`config.mk`:
```
export PLATFORM = sky130hd
export DESIGN_NAME = prot_reg_ctrl
export DESIGN_NICKNAME = d
export VERILOG_FILES = /design/src/rtl/prot_pkg.sv /design/src/rtl/prot_busy_timer.sv /design/src/rtl/prot_store.sv /design/src/rtl/prot_cmd_fsm.sv /design/src/rtl/prot_reg_ctrl.sv
export SDC_FILE = /design/constraint.sdc
export NUM_CORES = 1
export LEC_CHECK = 0
export BUFFER_PORTS_ARGS = -buffer_cell sky130_fd_sc_hd__buf_2
export CORE_UTILIZATION = 30
export DETAILED_ROUTE_END_ITERATION = 7
export PLACE_DENSITY = 0.56
export SYNTH_ARGS = -nofsm -noshare
export SYNTH_HDL_FRONTEND = slang
export SYNTH_SLANG_ARGS = --single-unit
```
`constraint.sdc`:
```
create_clock -name clk -period 2.2 [get_ports clk]
set_clock_uncertainty 0.15 [all_clocks]
set_input_delay 0.11 -clock clk [delete_from_list [all_inputs] [get_ports clk]]
set_output_delay 0.11 -clock clk [all_outputs]
set_load 0.05 [all_outputs]
```
`src/rtl/prot_pkg.sv`:
```
// Package: command codes and sequencing state shared by the controller.
package prot_pkg;
    localparam logic [7:0] CMD_READ_ARRAY = 8'hFF;
    localparam logic [7:0] CMD_READ_ID    = 8'h90;
    localparam logic [7:0] CMD_CLR_STATUS = 8'h50;
    localparam logic [7:0] CMD_PGM_SETUP  = 8'hC0;
    localparam logic [7:0] CMD_CLR_SETUP  = 8'h60;
    localparam logic [7:0] CMD_CONFIRM    = 8'hD0;

    typedef enum logic [1:0] {
        SEQ_IDLE,
        SEQ_PGM,
        SEQ_CLR
    } seq_t;
endpackage

```
`src/rtl/prot_busy_timer.sv`:
```
// Busy timer: once started, reports busy for exactly BUSY_CYC cycles.
// Assumes start is never raised while already busy (the caller gates it).
module prot_busy_timer #(
    parameter int BUSY_CYC = 4,
    localparam int CW = $clog2(BUSY_CYC + 1)
) (
    input  logic clk,
    input  logic rst_n,
    input  logic start,
    output logic busy
);
    logic [CW-1:0] cnt;

    // Load on start, then count down to zero.
    always_ff @(posedge clk) begin
        if (!rst_n)
            cnt <= '0;
        else if (start)
            cnt <= CW'(BUSY_CYC);
        else if (cnt != '0)
            cnt <= cnt - 1'b1;
    end

    assign busy = (cnt != '0);
endmodule

```
`src/rtl/prot_store.sv`:
```
// Storage: the lock word (index 0), the factory half (1..SEG_WORDS) and the
// user half (the remaining words). Programming ANDs the data into one word.
// Assumes the caller has already checked the legality of every program.
module prot_store #(
    parameter int          DW         = 16,
    parameter int          SEG_WORDS  = 4,
    parameter logic [63:0] FACTORY_ID = 64'h0123_4567_89AB_CDEF,
    localparam int         NW         = 1 + 2 * SEG_WORDS,
    localparam int         RW         = $clog2(NW)
) (
    input  logic                   clk,
    input  logic                   rst_n,
    input  logic                   pgm_en,
    input  logic [RW-1:0]          pgm_rel,
    input  logic [DW-1:0]          pgm_data,
    output logic [NW-1:0][DW-1:0]  words
);
    localparam logic [DW-1:0] LOCK_INIT = {{(DW-1){1'b1}}, 1'b0};

    for (genvar w = 0; w < NW; w++) begin : g_word
        localparam int FI = (w >= 1 && w <= SEG_WORDS) ? w - 1 : 0;
        localparam logic [DW-1:0] INIT =
            (w == 0)          ? LOCK_INIT :
            (w <= SEG_WORDS)  ? FACTORY_ID[FI*DW +: DW] : {DW{1'b1}};

        // Reset to the initial image; an accepted program may only clear bits.
        always_ff @(posedge clk) begin
            if (!rst_n)
                words[w] <= INIT;
            else if (pgm_en && pgm_rel == RW'(w))
                words[w] <= words[w] & pgm_data;
        end
    end
endmodule

```
`src/rtl/prot_cmd_fsm.sv`:
```
// Command decoder: one-write commands, the two-cycle program and lock-clear
// sequences, lock enforcement and the error flags.
// Assumes in_win/rel already decode the write address into the window.
module prot_cmd_fsm #(
    parameter int  SEG_WORDS = 4,
    localparam int NW        = 1 + 2 * SEG_WORDS,
    localparam int RW        = $clog2(NW)
) (
    input  logic          clk,
    input  logic          rst_n,
    input  logic          wr_en,
    input  logic          busy,
    input  logic [7:0]    cmd,
    input  logic          in_win,
    input  logic [RW-1:0] rel,
    input  logic [1:0]    lock_bits,
    input  logic          vpp_ok,
    output logic          pgm_en,
    output logic          start_busy,
    output logic          id_mode,
    output logic          err1,
    output logic          err3,
    output logic          err4,
    output logic          err5
);
    import prot_pkg::*;

    seq_t seq;
    logic wr_ok;
    logic tgt_locked;

    assign wr_ok = wr_en && !busy;

    // Whether the addressed window word belongs to a locked segment.
    always_comb begin
        if (rel == '0)
            tgt_locked = 1'b0;
        else if (rel <= RW'(SEG_WORDS))
            tgt_locked = !lock_bits[0];
        else
            tgt_locked = !lock_bits[1];
    end

    // Pulse outputs for the second write of a program sequence.
    always_comb begin
        pgm_en     = wr_ok && seq == SEQ_PGM && in_win && !tgt_locked;
        start_busy = pgm_en ||
                     (wr_ok && seq == SEQ_CLR && cmd == CMD_CONFIRM && vpp_ok);
    end

    // Sequence state, read mode and error flags.
    always_ff @(posedge clk) begin
        if (!rst_n) begin
            seq     <= SEQ_IDLE;
            id_mode <= 1'b0;
            err1    <= 1'b0;
            err3    <= 1'b0;
            err4    <= 1'b0;
            err5    <= 1'b0;
        end else if (wr_ok) begin
            case (seq)
                SEQ_PGM: begin
                    seq <= SEQ_IDLE;
                    if (!in_win) begin
                        err4 <= 1'b1;
                    end else if (tgt_locked) begin
                        err4 <= 1'b1;
                        err1 <= 1'b1;
                    end
                end
                SEQ_CLR: begin
                    seq <= SEQ_IDLE;
                    if (cmd != CMD_CONFIRM) begin
                        err4 <= 1'b1;
                        err5 <= 1'b1;
                    end else if (!vpp_ok) begin
                        err3 <= 1'b1;
                        err5 <= 1'b1;
                    end
                end
                default: begin
                    case (cmd)
                        CMD_READ_ARRAY: id_mode <= 1'b0;
                        CMD_READ_ID:    id_mode <= 1'b1;
                        CMD_PGM_SETUP:  seq <= SEQ_PGM;
                        CMD_CLR_SETUP:  seq <= SEQ_CLR;
                        CMD_CLR_STATUS: begin
                            err1 <= 1'b0;
                            err3 <= 1'b0;
                            err4 <= 1'b0;
                            err5 <= 1'b0;
                        end
                        default: ;
                    endcase
                end
            endcase
        end
    end
endmodule

```
`src/rtl/prot_reg_ctrl.sv`:
```
// Top: address decode into the security-word window, byte/word lane
// handling, read path and status byte. Window base is a word address.
// Assumes one bus cycle per strobe and that reads and writes do not overlap.
module prot_reg_ctrl #(
    parameter int          ADDR_W     = 9,
    parameter int          DW         = 16,
    parameter int          SEG_WORDS  = 4,
    parameter int          LOCK_OFS   = 'h80,
    parameter int          BUSY_CYC   = 4,
    parameter logic [63:0] FACTORY_ID = 64'h0123_4567_89AB_CDEF
) (
    input  logic              clk,
    input  logic              rst_n,
    input  logic              wr_en,
    input  logic              rd_en,
    input  logic              byte_mode,
    input  logic [ADDR_W-1:0] addr,
    input  logic [DW-1:0]     wdata,
    input  logic              vpp_ok,
    output logic [DW-1:0]     rdata,
    output logic [7:0]        status
);
    localparam int NW = 1 + 2 * SEG_WORDS;
    localparam int RW = $clog2(NW);
    localparam logic [ADDR_W-1:0] WIN_LO = ADDR_W'(LOCK_OFS);
    localparam logic [ADDR_W-1:0] WIN_HI = ADDR_W'(LOCK_OFS + NW - 1);
    localparam int HB = DW / 2;

    logic [ADDR_W-1:0]     word_idx;
    logic                  in_win;
    logic [RW-1:0]         rel;
    logic [DW-1:0]         pgm_data;
    logic [DW-1:0]         sel_word;
    logic [NW-1:0][DW-1:0] words;
    logic                  pgm_en, start_busy, busy, id_mode;
    logic                  err1, err3, err4, err5;

    // Address to word index and window-relative offset.
    always_comb begin
        word_idx = byte_mode ? {1'b0, addr[ADDR_W-1:1]} : addr;
        in_win   = (word_idx >= WIN_LO) && (word_idx <= WIN_HI);
        rel      = in_win ? RW'(word_idx - WIN_LO) : '0;
    end

    // Program data mask: in byte mode the other lane is left all ones.
    always_comb begin
        if (!byte_mode)
            pgm_data = wdata;
        else if (addr[0])
            pgm_data = {wdata[HB-1:0], {HB{1'b1}}};
        else
            pgm_data = {{HB{1'b1}}, wdata[HB-1:0]};
    end

    prot_cmd_fsm #(.SEG_WORDS(SEG_WORDS)) i_fsm (
        .clk(clk), .rst_n(rst_n), .wr_en(wr_en), .busy(busy),
        .cmd(wdata[7:0]), .in_win(in_win), .rel(rel),
        .lock_bits(words[0][1:0]), .vpp_ok(vpp_ok),
        .pgm_en(pgm_en), .start_busy(start_busy), .id_mode(id_mode),
        .err1(err1), .err3(err3), .err4(err4), .err5(err5)
    );

    prot_store #(.DW(DW), .SEG_WORDS(SEG_WORDS), .FACTORY_ID(FACTORY_ID)) i_store (
        .clk(clk), .rst_n(rst_n), .pgm_en(pgm_en), .pgm_rel(rel),
        .pgm_data(pgm_data), .words(words)
    );

    prot_busy_timer #(.BUSY_CYC(BUSY_CYC)) i_busy (
        .clk(clk), .rst_n(rst_n), .start(start_busy), .busy(busy)
    );

    // Lane select for byte-mode reads.
    always_comb begin
        sel_word = words[rel];
        if (byte_mode)
            sel_word = addr[0] ? {{HB{1'b0}}, sel_word[DW-1:HB]}
                               : {{HB{1'b0}}, sel_word[HB-1:0]};
    end

    // Registered read data, chosen by the current read mode.
    always_ff @(posedge clk) begin
        if (!rst_n)
            rdata <= '0;
        else if (rd_en)
            rdata <= !id_mode ? {DW{1'b1}} : (in_win ? sel_word : '0);
    end

    assign status = {!busy, 1'b0, err5, err4, err3, 1'b0, err1, 1'b0};
endmodule

```
Word-level counts from Yosys, hierarchy flattened
Cells that the tools add are included.

Register bits after elaboration: 170. Bits of input ports: 31. Output and inout bits: 24. Logic and storage cells: 128.

Add/subtract/negate cells: 2. $lt $le $gt $ge: 4. Equal/unequal tests: 24. Muxes and demuxes: 29. Bitwise operators: 13. Reductions and logical operators: 38.

Operators by type and width (count): AND 16 bit (9); two-way mux 16 bit (6); binary-select mux 16 bit (select 4 bit) (1); == test 8 bit (second input constant) (4); logical AND 1 bit (17); == test 4 x 3 -> 1 bit (second input constant) (4); == test 8 x 7 -> 1 bit (second input constant) (2); two-way mux 1 bit (10); case mux 1 bit (2 select lines) (5); AND reduction 5 bit (2); >= comparator 9 x 8 -> 1 bit (second input constant) (1); less-or-equal comparator 9 x 8 -> 1 bit (second input constant) (1); two-way mux 9 bit (1); nonzero test 3 bit (3); == test 4 x 2 -> 1 bit (second input constant) (2); two-way mux 8 bit (1); != test 8 bit (second input constant) (1); AND reduction 4 bit (2); nonzero test 2 bit (4); two-way mux 3 bit (2); != test 2 bit (second input constant) (3); != test 3 bit (second input constant) (2); < comparator 4 x 5 -> 1 bit (second input constant) (1); == test 4 x 1 -> 1 bit (second input constant) (1); other kinds (17) (25).

Longest topological paths before layout
Depth in word-level cells: 11. Gate-level depth with buffers: 11. Depth with buffers taken out: 8.

Cells and area by module
A second synthesis with hierarchy kept.

Cells, all modules: 830. Area, all modules: 8466.9 um^2.

By module, submodules not included: prot_store (instances 1, cells each 414, area each 5138.7 um^2, seq. area each 2882.8 um^2); prot_reg_ctrl (instances 1, cells each 339, area each 2676.3 um^2, seq. area each 320.3 um^2); prot_cmd_fsm (instances 1, cells each 59, area each 484.2 um^2, seq. area each 140.1 um^2); prot_busy_timer (instances 1, cells each 18, area each 167.7 um^2, seq. area each 60.1 um^2).

Worst setup path before layout
No wires, ideal clock.

Kind: input -> register. From: input port byte_mode. To: register rdata[6]. Arrival time: 2.091 ns. Slack: -0.156 ns. Stages: 7. Path through: or4b_4 -> a211o_2 -> or3_1 -> buf_2 -> buf_2 -> o22a_1 -> a31o_1.

Cells in the longest elaborated chain, start to end: 10.

RTL lines: from (decl) (RTL line prot_reg_ctrl.sv:16) `input logic byte_mode,`; two-way mux 9 bit (RTL line prot_reg_ctrl.sv:40) `word_idx = byte_mode ? {1'b0, addr[ADDR_W-1:1]} : addr;`; >= comparator 9 x 8 -> 1 bit or less-or-equal comparator 9 x 8 -> 1 bit (tied branches) (RTL line prot_reg_ctrl.sv:41) `in_win = (word_idx >= WIN_LO) && (word_idx <= WIN_HI);`; logical AND 1 bit (RTL line prot_reg_ctrl.sv:41); two-way mux 4 bit (RTL line prot_reg_ctrl.sv:42) `rel = in_win ? RW'(word_idx - WIN_LO) : '0;`; binary-select mux 16 bit (select 4 bit) (RTL line prot_reg_ctrl.sv:74) `sel_word = words[rel];`; two-way mux 16 bit (implied by the code) (RTL line prot_reg_ctrl.sv:74); two-way mux 8 bit (RTL line prot_reg_ctrl.sv:76) `sel_word = addr[0] ? {{HB{1'b0}}, sel_word[DW-1:HB]}`; two-way mux 16 bit (RTL line prot_reg_ctrl.sv:75) `if (byte_mode)`; two-way mux 16 bit * (2 in a row) (RTL line prot_reg_ctrl.sv:85) `rdata <= !id_mode ? {DW{1'b1}} : (in_win ? sel_word : '0);`; to (signal assigned) (RTL line prot_reg_ctrl.sv:85); to (decl) (RTL line prot_reg_ctrl.sv:20) `output logic [DW-1:0] rdata,`.

Mark *: on every way between the ends. The rest lies on a longest branch, timed or not. The select of a mux whose other input is x is not followed. A chain may end at the register's enable or synchronous reset.

Final worst setup path
From: input port addr[4]. To: register i_store.words[89] in the netlist's numbering.

Cells in the longest elaborated chain, start to end: 10.

RTL lines: from (decl) (RTL line prot_reg_ctrl.sv:17) `input logic [ADDR_W-1:0] addr,`; two-way mux 9 bit * (RTL line prot_reg_ctrl.sv:40); >= comparator 9 x 8 -> 1 bit or less-or-equal comparator 9 x 8 -> 1 bit (tied branches) (RTL line prot_reg_ctrl.sv:41); logical AND 1 bit (RTL line prot_reg_ctrl.sv:41); two-way mux 4 bit (RTL line prot_reg_ctrl.sv:42); less-or-equal comparator 4 x 3 -> 1 bit (RTL line prot_cmd_fsm.sv:38) `else if (rel <= RW'(SEG_WORDS))`; two-way mux 1 bit (RTL line prot_cmd_fsm.sv:38); two-way mux 1 bit (RTL line prot_cmd_fsm.sv:36) `if (rel == '0)`; logical NOT 1 bit (RTL line prot_cmd_fsm.sv:46) `pgm_en = wr_ok && seq == SEQ_PGM && in_win && !tgt_locked;`; logical AND 1 bit (RTL line prot_cmd_fsm.sv:46); logical AND 1 bit * (RTL line prot_store.sv:30) `else if (pgm_en && pgm_rel == RW'(w))`; to (signal, indexed assignment) (RTL line prot_store.sv:31) `words[w] <= words[w] & pgm_data;`; to (decl) (RTL line prot_store.sv:16) `output logic [NW-1:0][DW-1:0] words`.

Mark *: on every way between the ends. The rest lies on a longest branch, timed or not.

==> impl_metrics.env <==
export IMPL_die_area_sq_mm=0.02524
export IMPL_p_comb_frac=0.146
export IMPL_final_layout_size_suffix_gt1_frac=0.2669
export IMPL_grt_max_degree=37
export IMPL_finalCritPeriodShare=0.9907
export IMPL_hpwl_microns=19930
export IMPL_cts_buffers=17
export IMPL_yosys_warnings=0
export IMPL_start_util=0.3045
export IMPL_cts_tree="yes"
export IMPL_synth_edff_count=0
export IMPL_crit_fanout=7
export IMPL_dr_pass1_iters=5
export IMPL_place_congestion=0.9208
export IMPL_async_reset_ff_frac=0
export IMPL_drc=0
export IMPL_synth_seq_cells=170
export IMPL_status="finished, final reports clean"
export IMPL_pwr_share_clk=0.420
export IMPL_seq_area_frac_synth=0.4609
export IMPL_boundaryPins=55
export IMPL_wirelength_microns=26820
export IMPL_dr_first_iter_drc_count=738
export IMPL_rows=57
export IMPL_grt_pass1_vias=6997
export IMPL_power_switching_share=0.2830
export IMPL_syn_inst=866
export IMPL_antenna_found_initial=0
export IMPL_reg2reg_depth=9
export IMPL_finalMaxSlewViolations=0
export IMPL_worstSetupEndpointType="flop"
export IMPL_chipWidth_microns=158.9
export IMPL_setup_viol=0
export IMPL_r2r_start="i_busy.cnt[1]"
export IMPL_synth_cell_area_sq_mm=0.007383
export IMPL_sequentialPowerShare=0.434
export IMPL_ctsLongestPathBuffers=2
export IMPL_overflow=0
export IMPL_synth_main_ff_cell="dfxtp_1"
export IMPL_rr_endpoint="i_store.words[5]"
export IMPL_grt_pass1_wl_microns=41340
export IMPL_vias=7363
export IMPL_finalCriticalPeriod_ns=2.180
export IMPL_placed_area_sq_mm=0.008979
export IMPL_core_area_sq_mm=0.02425
export IMPL_clock_sinks=170
export IMPL_arrival_ns=2.35
export IMPL_critPathKind="in -> reg"
export IMPL_p_per_area_mw_per_mm2=742.1
export IMPL_fillers=2442
export IMPL_h_tree_depth=4
export IMPL_tightestPinTransition_ns=0.6878
export IMPL_slew_headroom=0.5366
export IMPL_grt_util_all_layers=0.2143
export IMPL_viasPerCell=5.406
export IMPL_wire_per_inst_microns=19.69
export IMPL_startpoint_type="primary input"
export IMPL_drtAntennaViolNets=0
export IMPL_port_buffers=51
export IMPL_max_clock_freq_mhz=458.8
export IMPL_p_int_w=0.005206
export IMPL_clkLatencyLatePin_ns=0.44
export IMPL_startpoint="addr[4]"
export IMPL_syn2layout_area_growth_pct=32.52
export IMPL_cp_endpoint="i_store.words[89]"
export IMPL_syn_avg_cell_area_sq_um=8.526
export IMPL_finalHoldViolCount=0
export IMPL_power_leakage_nw=3.649
export IMPL_clock_root_buffer="clkbuf_16"
export IMPL_clk_transition_reported_paths_ns=0.07
export IMPL_ir_worst_vdd_mv=0.5463
export IMPL_setup_tns_ns=0
export IMPL_nets=1060
export IMPL_maxCapViolCount=0
export IMPL_p_switching_w=0.002055
export IMPL_r2r_slack_ns=0.11
export IMPL_diodes=0
export IMPL_finalInstanceArea_sq_mm=0.009784
export IMPL_die_h_microns=158.9
export IMPL_hold_class="in -> reg"
export IMPL_required_ns=2.37
export IMPL_synth_distinct_cells=63
export IMPL_p_total_w=0.007261
[synth_stat cells (6+ instances only)]
cell type,number,area (sq um)
buf_4,7,52.55
o2111ai_1,12,105.1
nor2_1,65,244.0
buf_2,9,45.04
o22a_1,8,70.07
inv_1,11,41.29
dfxtp_1,170,3403
nand2b_1,11,68.82
o22ai_1,31,193.9
o21ai_0,90,450.4
nand2_1,119,446.7
nor3_1,17,85.08
nor4_1,9,56.30
nand4_1,6,37.54
nand3b_1,15,112.6
o221ai_1,11,96.34
clkbuf_1,55,206.5
a2bb2oi_1,48,420.4
and2_1,6,37.54
a21oi_1,52,260.3
o21a_1,7,52.55
o31ai_1,19,142.6
[registers in the layout, indices dropped and copies added (netlist names)]
register / count
rdata: 16
i_fsm.seq: 2
i_fsm.err3: 1
i_fsm.id_mode: 1
i_fsm.err4: 1
i_fsm.err1: 1
i_busy.cnt: 3
i_store.words: 144
i_fsm.err5: 1
[layout make-up]
cell class                      instances  area [sq um]  share of cell area
Clock buffer                           18         429.2             0.04386
Tap cell                              324         405.4             0.04143
Timing Repair Buffer                  212          1570              0.1605
Clock inverter                         14         158.9             0.01624
Inverter                               11         41.29            0.004220
Multi-Input combinational cell        613          3775              0.3858
Sequential cell                       170          3405              0.3480
[stage by stage]
step	util	instances	setup WS, ns	hold slack, ns
after floorplan	-	868	-0.1301	0.1051
after global placement	0.3703	1314	-0.5344	0.2631
after detailed placement	0.3703	1314	-0.4800	0.2700
after CTS	0.4008	1361	-0.003140	0.009287
after global routing	0.4035	1362	-0.02719	0.02759
final	0.4035	1362	0.02040	0.01826
[logic make-up (layout without fill, tap and decap cells)]
family,after synthesis,after routing,synth area share
xor gates and xnor gates,1,1,0.001186
AOI/OAI and AO/OA,324,324,0.2945
adders and majority gates,4,4,0.006779
other,1,3,0.0005079
and+or+nand+nor,275,275,0.1793
DFF,170,170,0.4609
muxes,6,6,0.008473
buffers and inverters,85,255,0.04830
[cell usage in the layout (no fill, tap or decap), drive strengths merged, types with 4 or more instances in the layout]
cell         count
a211oi           6
a21oi           52
a22oi            5
a2bb2oi         48
a31oi            5
and2             7
buf            197
clkbuf          18
dfxtp          170
dlygate4sd3     15
ha               4
inv             18
mux2i            4
nand2          119
nand2b          11
nand3            5
nand3b          15
nand4            6
nor2            66
nor3            22
nor4            12
o2111ai         12
o211ai           5
o21a             7
o21ai           91
o221ai          11
o22a             8
o22ai           31
o31ai           19
[routing by layer]
metal,global-route usage,vias up,wire (microns)
met5,0,-,0
met4,0.09790,0,869
met3,0.03265,47,1450
met2,0.3381,252,12180
met1,0.2875,3552,12320
li1,-,3512,-
[worst min path at each step]
stage	from	end	slack (ns)	depth (start not counted)
2_1_floorplan	wdata[1]	i_store.words[1]	0.11	2
3_3_place_gp	rst_n	i_store.words[132]	0.26	2
3_5_place_dp	rst_n	i_store.words[132]	0.27	2
4_1_cts	wdata[9]	i_store.words[9]	0.009	4
5_1_grt	wdata[9]	i_store.words[9]	0.03	4
6_report	wdata[9]	i_store.words[9]	0.02	4
[worst max-delay path, stage by stage]
cell,delay [ns]
buf_2,0.13
or4b_4,0.55
a211o_4,0.38
buf_4,0.18
nor2_4,0.17
o21ai_2,0.22
nor4_4,0.33
buf_4,0.22
a2bb2oi_1,0.07
[power by group through the flow]
stage	clock network [W]	logic (W)	registers, W
after global placement	0	0.000997	0.00322
after CTS	0.00309	0.00102	0.00315
after detailed placement	0	0.000998	0.00322
after floorplan	0	0.000534	0.00328
after global routing	0.00320	0.00113	0.00316
final	0.00305	0.00106	0.00315
[what timing repair did]
action,in CTS,in global routing
resized for setup,1,18
buffers inserted,0,1
hold buffers,15,0
setup endpoints to repair,5,93
pin swaps,0,2
hold endpoints to repair,36,0
No activity file was read; power rests on OpenSTA's default activity.
